[src/rtl/prp_pkg.sv]
package prp_pkg;

   localparam int BYTE_W = 8;

   typedef enum logic [1:0] {
      OP_WR_DATA = 2'b00,
      OP_RD_DATA = 2'b01,
      OP_WR_ADDR = 2'b10,
      OP_RD_ADDR = 2'b11
   } prp_op_e;

   // ROM content generator: byte at array index idx for a given page id
   function automatic logic [7:0] rom_pattern(input logic [15:0] idx,
                                              input logic [2:0]  page);
      logic [15:0] t;
      t = (idx * 16'd37) ^ (idx >> 5) ^ ({13'd0, page} * 16'd69);
      return t[7:0];
   endfunction

endpackage

[src/rtl/prp_addr_reg.sv]
module prp_addr_reg
   import prp_pkg::*;
#(
   parameter int ADDR_W = 16,
   parameter int LOW_W  = 13
) (
   input  logic              clk,
   input  logic              rst_n,
   input  logic              acc,
   input  prp_op_e           op,
   input  logic [BYTE_W-1:0] din,
   output logic [ADDR_W-1:0] addr_q,
   output logic              tog_q
);

   localparam int HI_W = ADDR_W - LOW_W;

   logic [ADDR_W-1:0] addr_d;
   logic [ADDR_W-1:0] shifted;
   logic              tog_d;

   function automatic logic [ADDR_W-1:0] bump(input logic [ADDR_W-1:0] a);
      logic [LOW_W-1:0] lo;
      lo = a[LOW_W-1:0] + 1'b1;
      return {a[ADDR_W-1 -: HI_W], lo};
   endfunction

   assign shifted = {addr_q[ADDR_W-BYTE_W-1:0], din};

   always_comb begin
      addr_d = addr_q;
      tog_d  = tog_q;
      if (acc) begin
         unique case (op)
            OP_RD_DATA: begin
               addr_d = bump(addr_q);
               tog_d  = 1'b0;
            end
            OP_WR_DATA: addr_d = bump(addr_q);
            OP_WR_ADDR: begin
               addr_d = tog_q ? bump(shifted) : shifted;
               tog_d  = ~tog_q;
            end
            OP_RD_ADDR: tog_d = ~tog_q;
            default: ;
         endcase
      end
   end

   always_ff @(posedge clk) begin
      if (!rst_n) begin
         addr_q <= '0;
         tog_q  <= 1'b0;
      end else begin
         addr_q <= addr_d;
         tog_q  <= tog_d;
      end
   end

endmodule

[src/rtl/prp_rom_core.sv]
module prp_rom_core
   import prp_pkg::*;
#(
   parameter int LOW_W     = 13,
   parameter int ROM_BYTES = 6144,
   parameter int PAGE_ID   = 0
) (
   input  logic [LOW_W-1:0]  loc,
   output logic [BYTE_W-1:0] q
);

   localparam logic [LOW_W-1:0] DEPTH_L = LOW_W'(ROM_BYTES);
   localparam bit FULL = (ROM_BYTES == (1 << LOW_W));

   logic [LOW_W-1:0] idx;

   generate
      if (FULL) begin : g_direct
         assign idx = loc;
      end else begin : g_fold
         // offsets past the array fold back by one array length
         assign idx = (loc >= DEPTH_L) ? (loc - DEPTH_L) : loc;
      end
   endgenerate

   assign q = rom_pattern(16'(idx), 3'(PAGE_ID));

endmodule

[src/rtl/prp_busy_timer.sv]
module prp_busy_timer #(
   parameter int LAT = 2
) (
   input  logic clk,
   input  logic rst_n,
   input  logic ce_n,
   output logic acc,
   output logic ready
);

   localparam int CNT_W = $clog2(LAT + 1);
   localparam logic [CNT_W-1:0] LAT_C = CNT_W'(LAT);

   logic [CNT_W-1:0] cnt_q;

   assign ready = (cnt_q == '0);
   assign acc   = ready & ~ce_n;

   always_ff @(posedge clk) begin
      if (!rst_n)          cnt_q <= '0;
      else if (acc)        cnt_q <= LAT_C;
      else if (!ready)     cnt_q <= cnt_q - 1'b1;
   end

endmodule

[src/rtl/paged_rom_port.sv]
module paged_rom_port
   import prp_pkg::*;
#(
   parameter int ADDR_W    = 16,
   parameter int LOW_W     = 13,
   parameter int ROM_BYTES = 6144,
   parameter int PAGE_ID   = 0,
   parameter int LAT       = 2
) (
   input  logic        clk,
   input  logic        rst_n,
   input  logic        ce_n,
   input  logic [1:0]  mode,
   input  logic [7:0]  din,
   output logic [7:0]  dout,
   output logic        dout_oe,
   output logic        ready
);

   localparam int PAGE_W = ADDR_W - LOW_W;
   localparam int NBYTES = ADDR_W / BYTE_W;

   initial begin
      assert (NBYTES == 2 && ADDR_W == NBYTES * BYTE_W)
         else $error("address register must be two bytes wide");
      assert (ROM_BYTES <= (1 << LOW_W) && 2 * ROM_BYTES >= (1 << LOW_W))
         else $error("array depth must fold with one subtraction");
      assert (PAGE_ID >= 0 && PAGE_ID < (1 << PAGE_W))
         else $error("page id does not fit page field");
      assert (LAT >= 1) else $error("access latency must be at least one");
   end

   prp_op_e            op;
   logic               acc;
   logic [ADDR_W-1:0]  addr_q;
   logic               tog_q;
   logic [BYTE_W-1:0]  rom_q;
   logic [BYTE_W-1:0]  addr_byte;
   logic               page_hit;
   logic [BYTE_W-1:0]  dout_q;
   logic               drive_q;

   assign op = prp_op_e'(mode);

   prp_busy_timer #(.LAT(LAT)) u_timer (
      .clk   (clk),
      .rst_n (rst_n),
      .ce_n  (ce_n),
      .acc   (acc),
      .ready (ready)
   );

   prp_addr_reg #(.ADDR_W(ADDR_W), .LOW_W(LOW_W)) u_addr (
      .clk    (clk),
      .rst_n  (rst_n),
      .acc    (acc),
      .op     (op),
      .din    (din),
      .addr_q (addr_q),
      .tog_q  (tog_q)
   );

   prp_rom_core #(.LOW_W(LOW_W), .ROM_BYTES(ROM_BYTES), .PAGE_ID(PAGE_ID)) u_rom (
      .loc (addr_q[LOW_W-1:0]),
      .q   (rom_q)
   );

   // address byte lanes, high lane first
   logic [BYTE_W-1:0] lane [NBYTES];
   generate
      for (genvar g = 0; g < NBYTES; g++) begin : g_lane
         assign lane[g] = addr_q[ADDR_W-1-g*BYTE_W -: BYTE_W];
      end
   endgenerate

   assign addr_byte = lane[tog_q];
   assign page_hit  = (addr_q[ADDR_W-1 -: PAGE_W] == PAGE_W'(PAGE_ID));

   always_ff @(posedge clk) begin
      if (!rst_n) begin
         dout_q  <= '0;
         drive_q <= 1'b0;
      end else if (acc) begin
         unique case (op)
            OP_RD_DATA: begin
               dout_q  <= rom_q;
               drive_q <= page_hit;
            end
            OP_RD_ADDR: begin
               dout_q  <= addr_byte;
               drive_q <= 1'b1;
            end
            default: drive_q <= 1'b0;
         endcase
      end
   end

   assign dout    = dout_q;
   assign dout_oe = drive_q & ~ready;

endmodule

[config.mk]
export PLATFORM = sky130hd
export DESIGN_NAME = paged_rom_port
export DESIGN_NICKNAME = d
export VERILOG_FILES = /design/src/rtl/prp_pkg.sv /design/src/rtl/prp_addr_reg.sv /design/src/rtl/prp_rom_core.sv /design/src/rtl/prp_busy_timer.sv /design/src/rtl/paged_rom_port.sv
export SDC_FILE = /design/constraint.sdc
export NUM_CORES = 1
export LEC_CHECK = 0
export CAP_MARGIN = 15
export CORE_MARGIN = 4
export CORE_UTILIZATION = 58
export DETAILED_ROUTE_END_ITERATION = 6
export DONT_BUFFER_PORTS = 1
export GPL_TIMING_DRIVEN = 0
export PLACE_DENSITY = 0.77
export SLEW_MARGIN = 10
export SYNTH_ARGS = -nofsm -noshare
export SYNTH_HDL_FRONTEND = slang
export SYNTH_SLANG_ARGS = --single-unit
[constraint.sdc]
create_clock -name clk -period 2.4 [get_ports clk]
set_input_delay 0.72 -clock clk [delete_from_list [all_inputs] [get_ports clk]]
set_output_delay 0.72 -clock clk [all_outputs]
set_load 0.005 [all_outputs]
# == Word-level counts from Yosys, hierarchy flattened ==
# Index checks and enable logic that the tools add are counted.
# op_classes
n_addsub,4
mul,1
n_lt_le_gt_ge,2
eq_ne,4
muxes,11
n_bitwise,9
reduce_logical,13
# op_table
op,n
$pmux W16 S2,1
$add A13 B1 Y13 const B,2
$mux W13,2
$mux W8,3
$pmux W8 S2,1
$ge A13 B13 Y1 const B,1
$mul A13 B6 Y8 const B,1
$sub A13 B13 Y13 const B,1
$xor A8 B8 Y8,1
$reduce_and A2 Y1,3
$reduce_bool A2 Y1,3
$reduce_or A2 Y1,3
$not A1 Y1,5
$eq A2 B2 Y1 const B,2
$logic_not A2 Y1,2
$mux W2,2
$pmux W1 S2,2
$logic_not A3 Y1,1
$reduce_and A3 Y1,1
$and A1 B1 Y1,2
$eq A2 B1 Y1 const B,1
$ge A2 B2 Y1 const B,1
$ne A2 B1 Y1 const B,1
$not A1 Y2,1
$sub A2 B1 Y2 const B,1
# word_totals
regBits,28
input_bits,13
output_inout_bits,10
word_cells,51

# == Logic depth before layout (Yosys ltp) ==
# logic_depth
word_depth,5
depth_mapped,11

# == Cells and area by module ==
# A second synthesis with hierarchy kept.
# hier_totals
hier_cells,264
area_unflattened_um2,2269.7
# modules_own_cells
mod,instances,cells_each,area_each_um2
prp_addr_reg,1,163,1257.5
paged_rom_port,1,53,540.5
prp_rom_core,1,40,390.4
prp_busy_timer,1,8,81.3

# == Least setup slack after synthesis ==
# No wires, ideal clock.
# synth_timing
path_kind,register -> register
from,reg u_addr.addr_q[4]
to,"reg dout_q[6], in the netlist dout[6]"
t_arrival_ns,2.356
required_time_ns,2.268
path_slack_ns,-0.088
stages_incl_launch_ff,12
n_path_buf,0
synth_period_minus_slack_ns,2.488
path_cell_list,dfxtp_1 ha_1 ha_1 inv_1 fa_1 inv_1 ha_1 xor2_1 xnor2_1 xnor2_1 o21ai_0 a21oi_1
# synth_via
elab_chain_len,5
word_cells_on_any_way,6
# synth_rtl
item,line,rtl
from (decl),prp_addr_reg.sv:12,"output logic [ADDR_W-1:0] addr_q,"
from (signal assigned),prp_addr_reg.sv:55,addr_q <= addr_d;
$sub A13 B13 Y13 / $ge A13 B13 Y1 (equally long branches),prp_rom_core.sv:22,assign idx = (loc >= DEPTH_L) ? (loc - DEPTH_L) : loc;
$mux W13 *,prp_rom_core.sv:22,
$mul A13 B6 Y8,prp_pkg.sv:16,"t = (idx * 16'd37) ^ (idx >> 5) ^ ({13'd0, page} * 16'd69);"
$xor A8 B8 Y8 *,prp_pkg.sv:16,
$pmux W8 S2 *,paged_rom_port.sv:84,unique case (op)
to (signal assigned),paged_rom_port.sv:86,dout_q <= rom_q;
to (signal assigned),paged_rom_port.sv:90,dout_q <= addr_byte;
to (decl),paged_rom_port.sv:40,logic [BYTE_W-1:0] dout_q;
# Every way passes the cells marked *; elsewhere a longest branch is shown, timed or not.
# A chain may end at the register's enable or synchronous reset.

# == Worst setup path after layout ==
# Ends and elaborated chain as after synthesis.

==> results.md <==
* Ports at 23
* Netlist cell types at 45
* Hold Path Class: reg -> reg
* Gate Count Post-Synth at 287
* Max VDD drop at 0.204 mV
* Clock insertion delay at the later pin of the skew report at 0.28 ns
* Wire length per cell at 16.2 um
* # diodes at 0
* Die Span Y at 69.9 um
* Beginning of the worst register-to-register path: u_addr.addr_q[4]
* Detail Placement HPWL at 4080 um
* Post-Layout Inst Area at 2470 um2
* Post-Syn Area at 2220 um2
* CP top delay family: adder cells
* Post-Synth Simple-Gate Area at 23.0%
* Crit share post-route at 101%
* Die ar. at 4890 um2
* Clock transition at the registers of the reported paths at 0.10 ns
* Vias in the first global route at 2,008
* TritonCTS clock tree: done
* DRT Pass-1 Iters at 4
* Failing checks: setup timing
* Number of flops mapped to enable cells by yosys at 0
* RSZ-0062 raised after global routing: yes
* Mux share of post-synthesis cell area at 4.05%
* Fmax at 413 MHz
* Max FO, Critical Path at 2
* Area Growth Syn to Fin at 11.0%
* Total power at 0.00113 W
* Final Hold Slack at 0.482 ns
* Critical path endpoint category: flip-flop
* Slew Limit Headroom at 60.6%
* Filler cell count in the final layout at 327
* Cell Chain, Critical Path: buf_4 -> ha_1 -> ha_1 -> ha_2 -> inv_1 -> fa_2 -> xor2_2 -> xnor2_1 -> xnor2_1 -> o21ai_1 -> a21oi_1
* Status: finished with violations
* Adder-Cell Fraction of Synth Area at 11.4%
* Syn nets at 319
* Hold path cells at 2
* Drt initial violations at 142
* Largest net degree at the start of global routing at 17
* Slowest stage delay, CP at 0.36 ns
* Fin worst setup slack at -0.0226 ns
* Clock buffer depth at 2
* Post-synthesis compound-gate area fraction at 20.1%
* # clock sinks at 28
* Core area at 3690 um2
* Static Leak at 0.883 nW
* Post-synthesis area per instance at 7.75 um2
* Minimum clock period at 2.42 ns
* Worst Hold End: dout[3]
* Placed Area at 2300 um2
* Footprint of the multi-input gates at 1610 um2
* CP arrival at 2.57 ns
* Critical Path RT at 2.55 ns
* Slowest stage cell, crit path: fa_2
* Initial antenna violation count at 0
* Largest family of logic cells by synthesized area: simple AND/OR/NAND/NOR gates
* GR Overflow Total at 0
* Count leader, synth: a21oi_1
* # DRC at 0
* Root Driver: clkbuf_8
* Detail Route Antenna Nets at 0
* Final Max Slew Viols at 0
* Via Count at 2,085
* Layout cells sized above 1 at 11.6%
* Seq cells post-synth at 28
* Power per Cell Area at 459 nW/um2
* Aggregate global-route resource usage at 22.7%
* Area leader, netlist: dfxtp_1
* WL final at 5500 um
* FF-to-FF setup slack at -0.02 ns
* Reg2reg end: dout[6]
* Critical Path Source Type: flip-flop
* Sequential area share after synthesis at 25.2%
* FP Rows at 22
* Vias/cell at 6.13
* Max Cap Violations at 0
* Post-synthesis xor/xnor area fraction at 9.68%
* Die Wd at 69.9 um
* Max H-tree Level at 1
* Global placer's final weighted congestion at 0.929
* Finish-stage setup viols at 1
* Kind of critical path: reg -> reg
* Final Skew at 0.000994 ns
* Clock buffer count from CTS at 3
* Crit path from: u_addr.addr_q[4]
* Hold Path Origin: dout[3]
* Final hold vios at 0
* First-pass GRT wire length at 9180 um
* FF+latch area at 567 um2
* Post-synth top cells: a21oi_1 (32), nand2_1 (31), dfxtp_1 (28), nor2_1 (22), ha_1 (17)
* Ranking of synthesized cells by area: dfxtp_1 (25%), ha_1 (9.6%), a21oi_1 (7.2%)
* NumNets Final at 325
* Async S/R FF share, synth at 0%
* Main flop type after synthesis: dfxtp_1
* Worst path buffer plus inverter count at 2
* Reg2Reg Depth at 11
* Worst-margin pin slew at 0.591 ns
* Initial Util at 60.3%
* Yosys warnings at 0
* Port Buffers at 0
* Synth top area share at 25.2%
cells in the final DEF, fill, tap and decap left out, types with 2 or more instances in the layout:
| cell | n |
|---|---|
| a21oi_1 | 31 |
| a31oi_1 | 7 |
| and2_1 | 3 |
| and3_1 | 4 |
| and4_1 | 3 |
| buf_2 | 5 |
| clkbuf_1 | 15 |
| clkbuf_2 | 2 |
| clkbuf_8 | 3 |
| dfxtp_1 | 25 |
| dfxtp_2 | 2 |
| ha_1 | 10 |
| ha_4 | 6 |
| inv_1 | 9 |
| inv_2 | 2 |
| mux2i_1 | 9 |
| nand2_1 | 31 |
| nand2b_1 | 2 |
| nand3_1 | 9 |
| nand4_1 | 10 |
| nor2_1 | 22 |
| nor2b_1 | 2 |
| nor3_1 | 7 |
| nor4b_1 | 2 |
| o211ai_1 | 6 |
| o21ai_0 | 12 |
| o221a_2 | 3 |
| or3_1 | 2 |
| xnor2_1 | 13 |
| xor2_1 | 7 |
through the flow:
stage	instances	TNS [ns]	setup WS [ns]	util (%)
detailed placement	335	-0.585	-0.255	62.2
global route	340	-0.197	-0.116	66.9
global placement	335	-0.374	-0.161	62.2
finish	340	-0.0226	-0.0226	66.9
floorplan	287	-0.0261	-0.0261	-
CTS	340	-0.0281	-0.0281	66.8
final cells by class:
| class | instances | share of cell area (%) |
|---|---|---|
| clock buffer | 3 | 1.67 |
| buffer | 24 | 4.31 |
| sequential | 28 | 23.0 |
| tap | 48 | 2.43 |
| clock inverter | 1 | 1.22 |
| inverter | 11 | 1.67 |
| multi-input combinational | 224 | 65.4 |
| timing repair buffer | 1 | 0.304 |
metal layers:
| layer | track usage (%) | wire length [um] |
|---|---|---|
| met5 | 0 | 0 |
| met4 | 5.32 | 70 |
| met3 | 3.45 | 335 |
| met2 | 38.1 | 2570 |
| met1 | 30.7 | 2530 |
state kept, by name, summed over array words and instances, names as in the netlist:
name and count:
u_addr.addr_q 16, u_addr.tog_q 1, u_timer.cnt_q 2, dout 8
drive_q 1
how the worst max path moves through the flow:
stage	to	slack [ns]	cells after the start
after floorplan	dout[6]	-0.03	11
after global placement	dout[6]	-0.16	10
after detailed placement	dout[6]	-0.26	10
after CTS	dout[6]	-0.03	11
after global routing	dout[6]	-0.12	11
final	dout[6]	-0.02	11
what timing repair did:
action	CTS	global route
cloned	0	0
pin swaps	8	4
gates resized for setup	15	1
setup buffers	1	0
setup endpoints to repair	3	3
hold buffers	0	0
worst register-to-register path: cells and delay by family (launching register included):
kind	cells	cell delay, ns
flip-flops	1	0.35
XOR/XNOR	3	0.46
buffers and inverters	2	0.20
adder cells (fa/ha/maj)	4	1.09
AO/OA/AOI/OAI	2	0.20
logic make-up after synthesis:
kind of cell               after synthesis
DFF                                     28
buffers and inverters                   35
and+or+nand+nor                        102
muxes                                    9
xor gates and xnor gates                23
adders and majority gates               19
AOI/OAI and AO/OA                       71
report_power, final:
part	switching [W]	total, W	internal [W]	leakage, nW
Combinational	0.000148	0.000255	0.000107	0.618
Sequential	0.0000188	0.000501	0.000483	0.229
Clock	0.000152	0.000376	0.000223	0.0357
(Power assumes the default switching activity.)
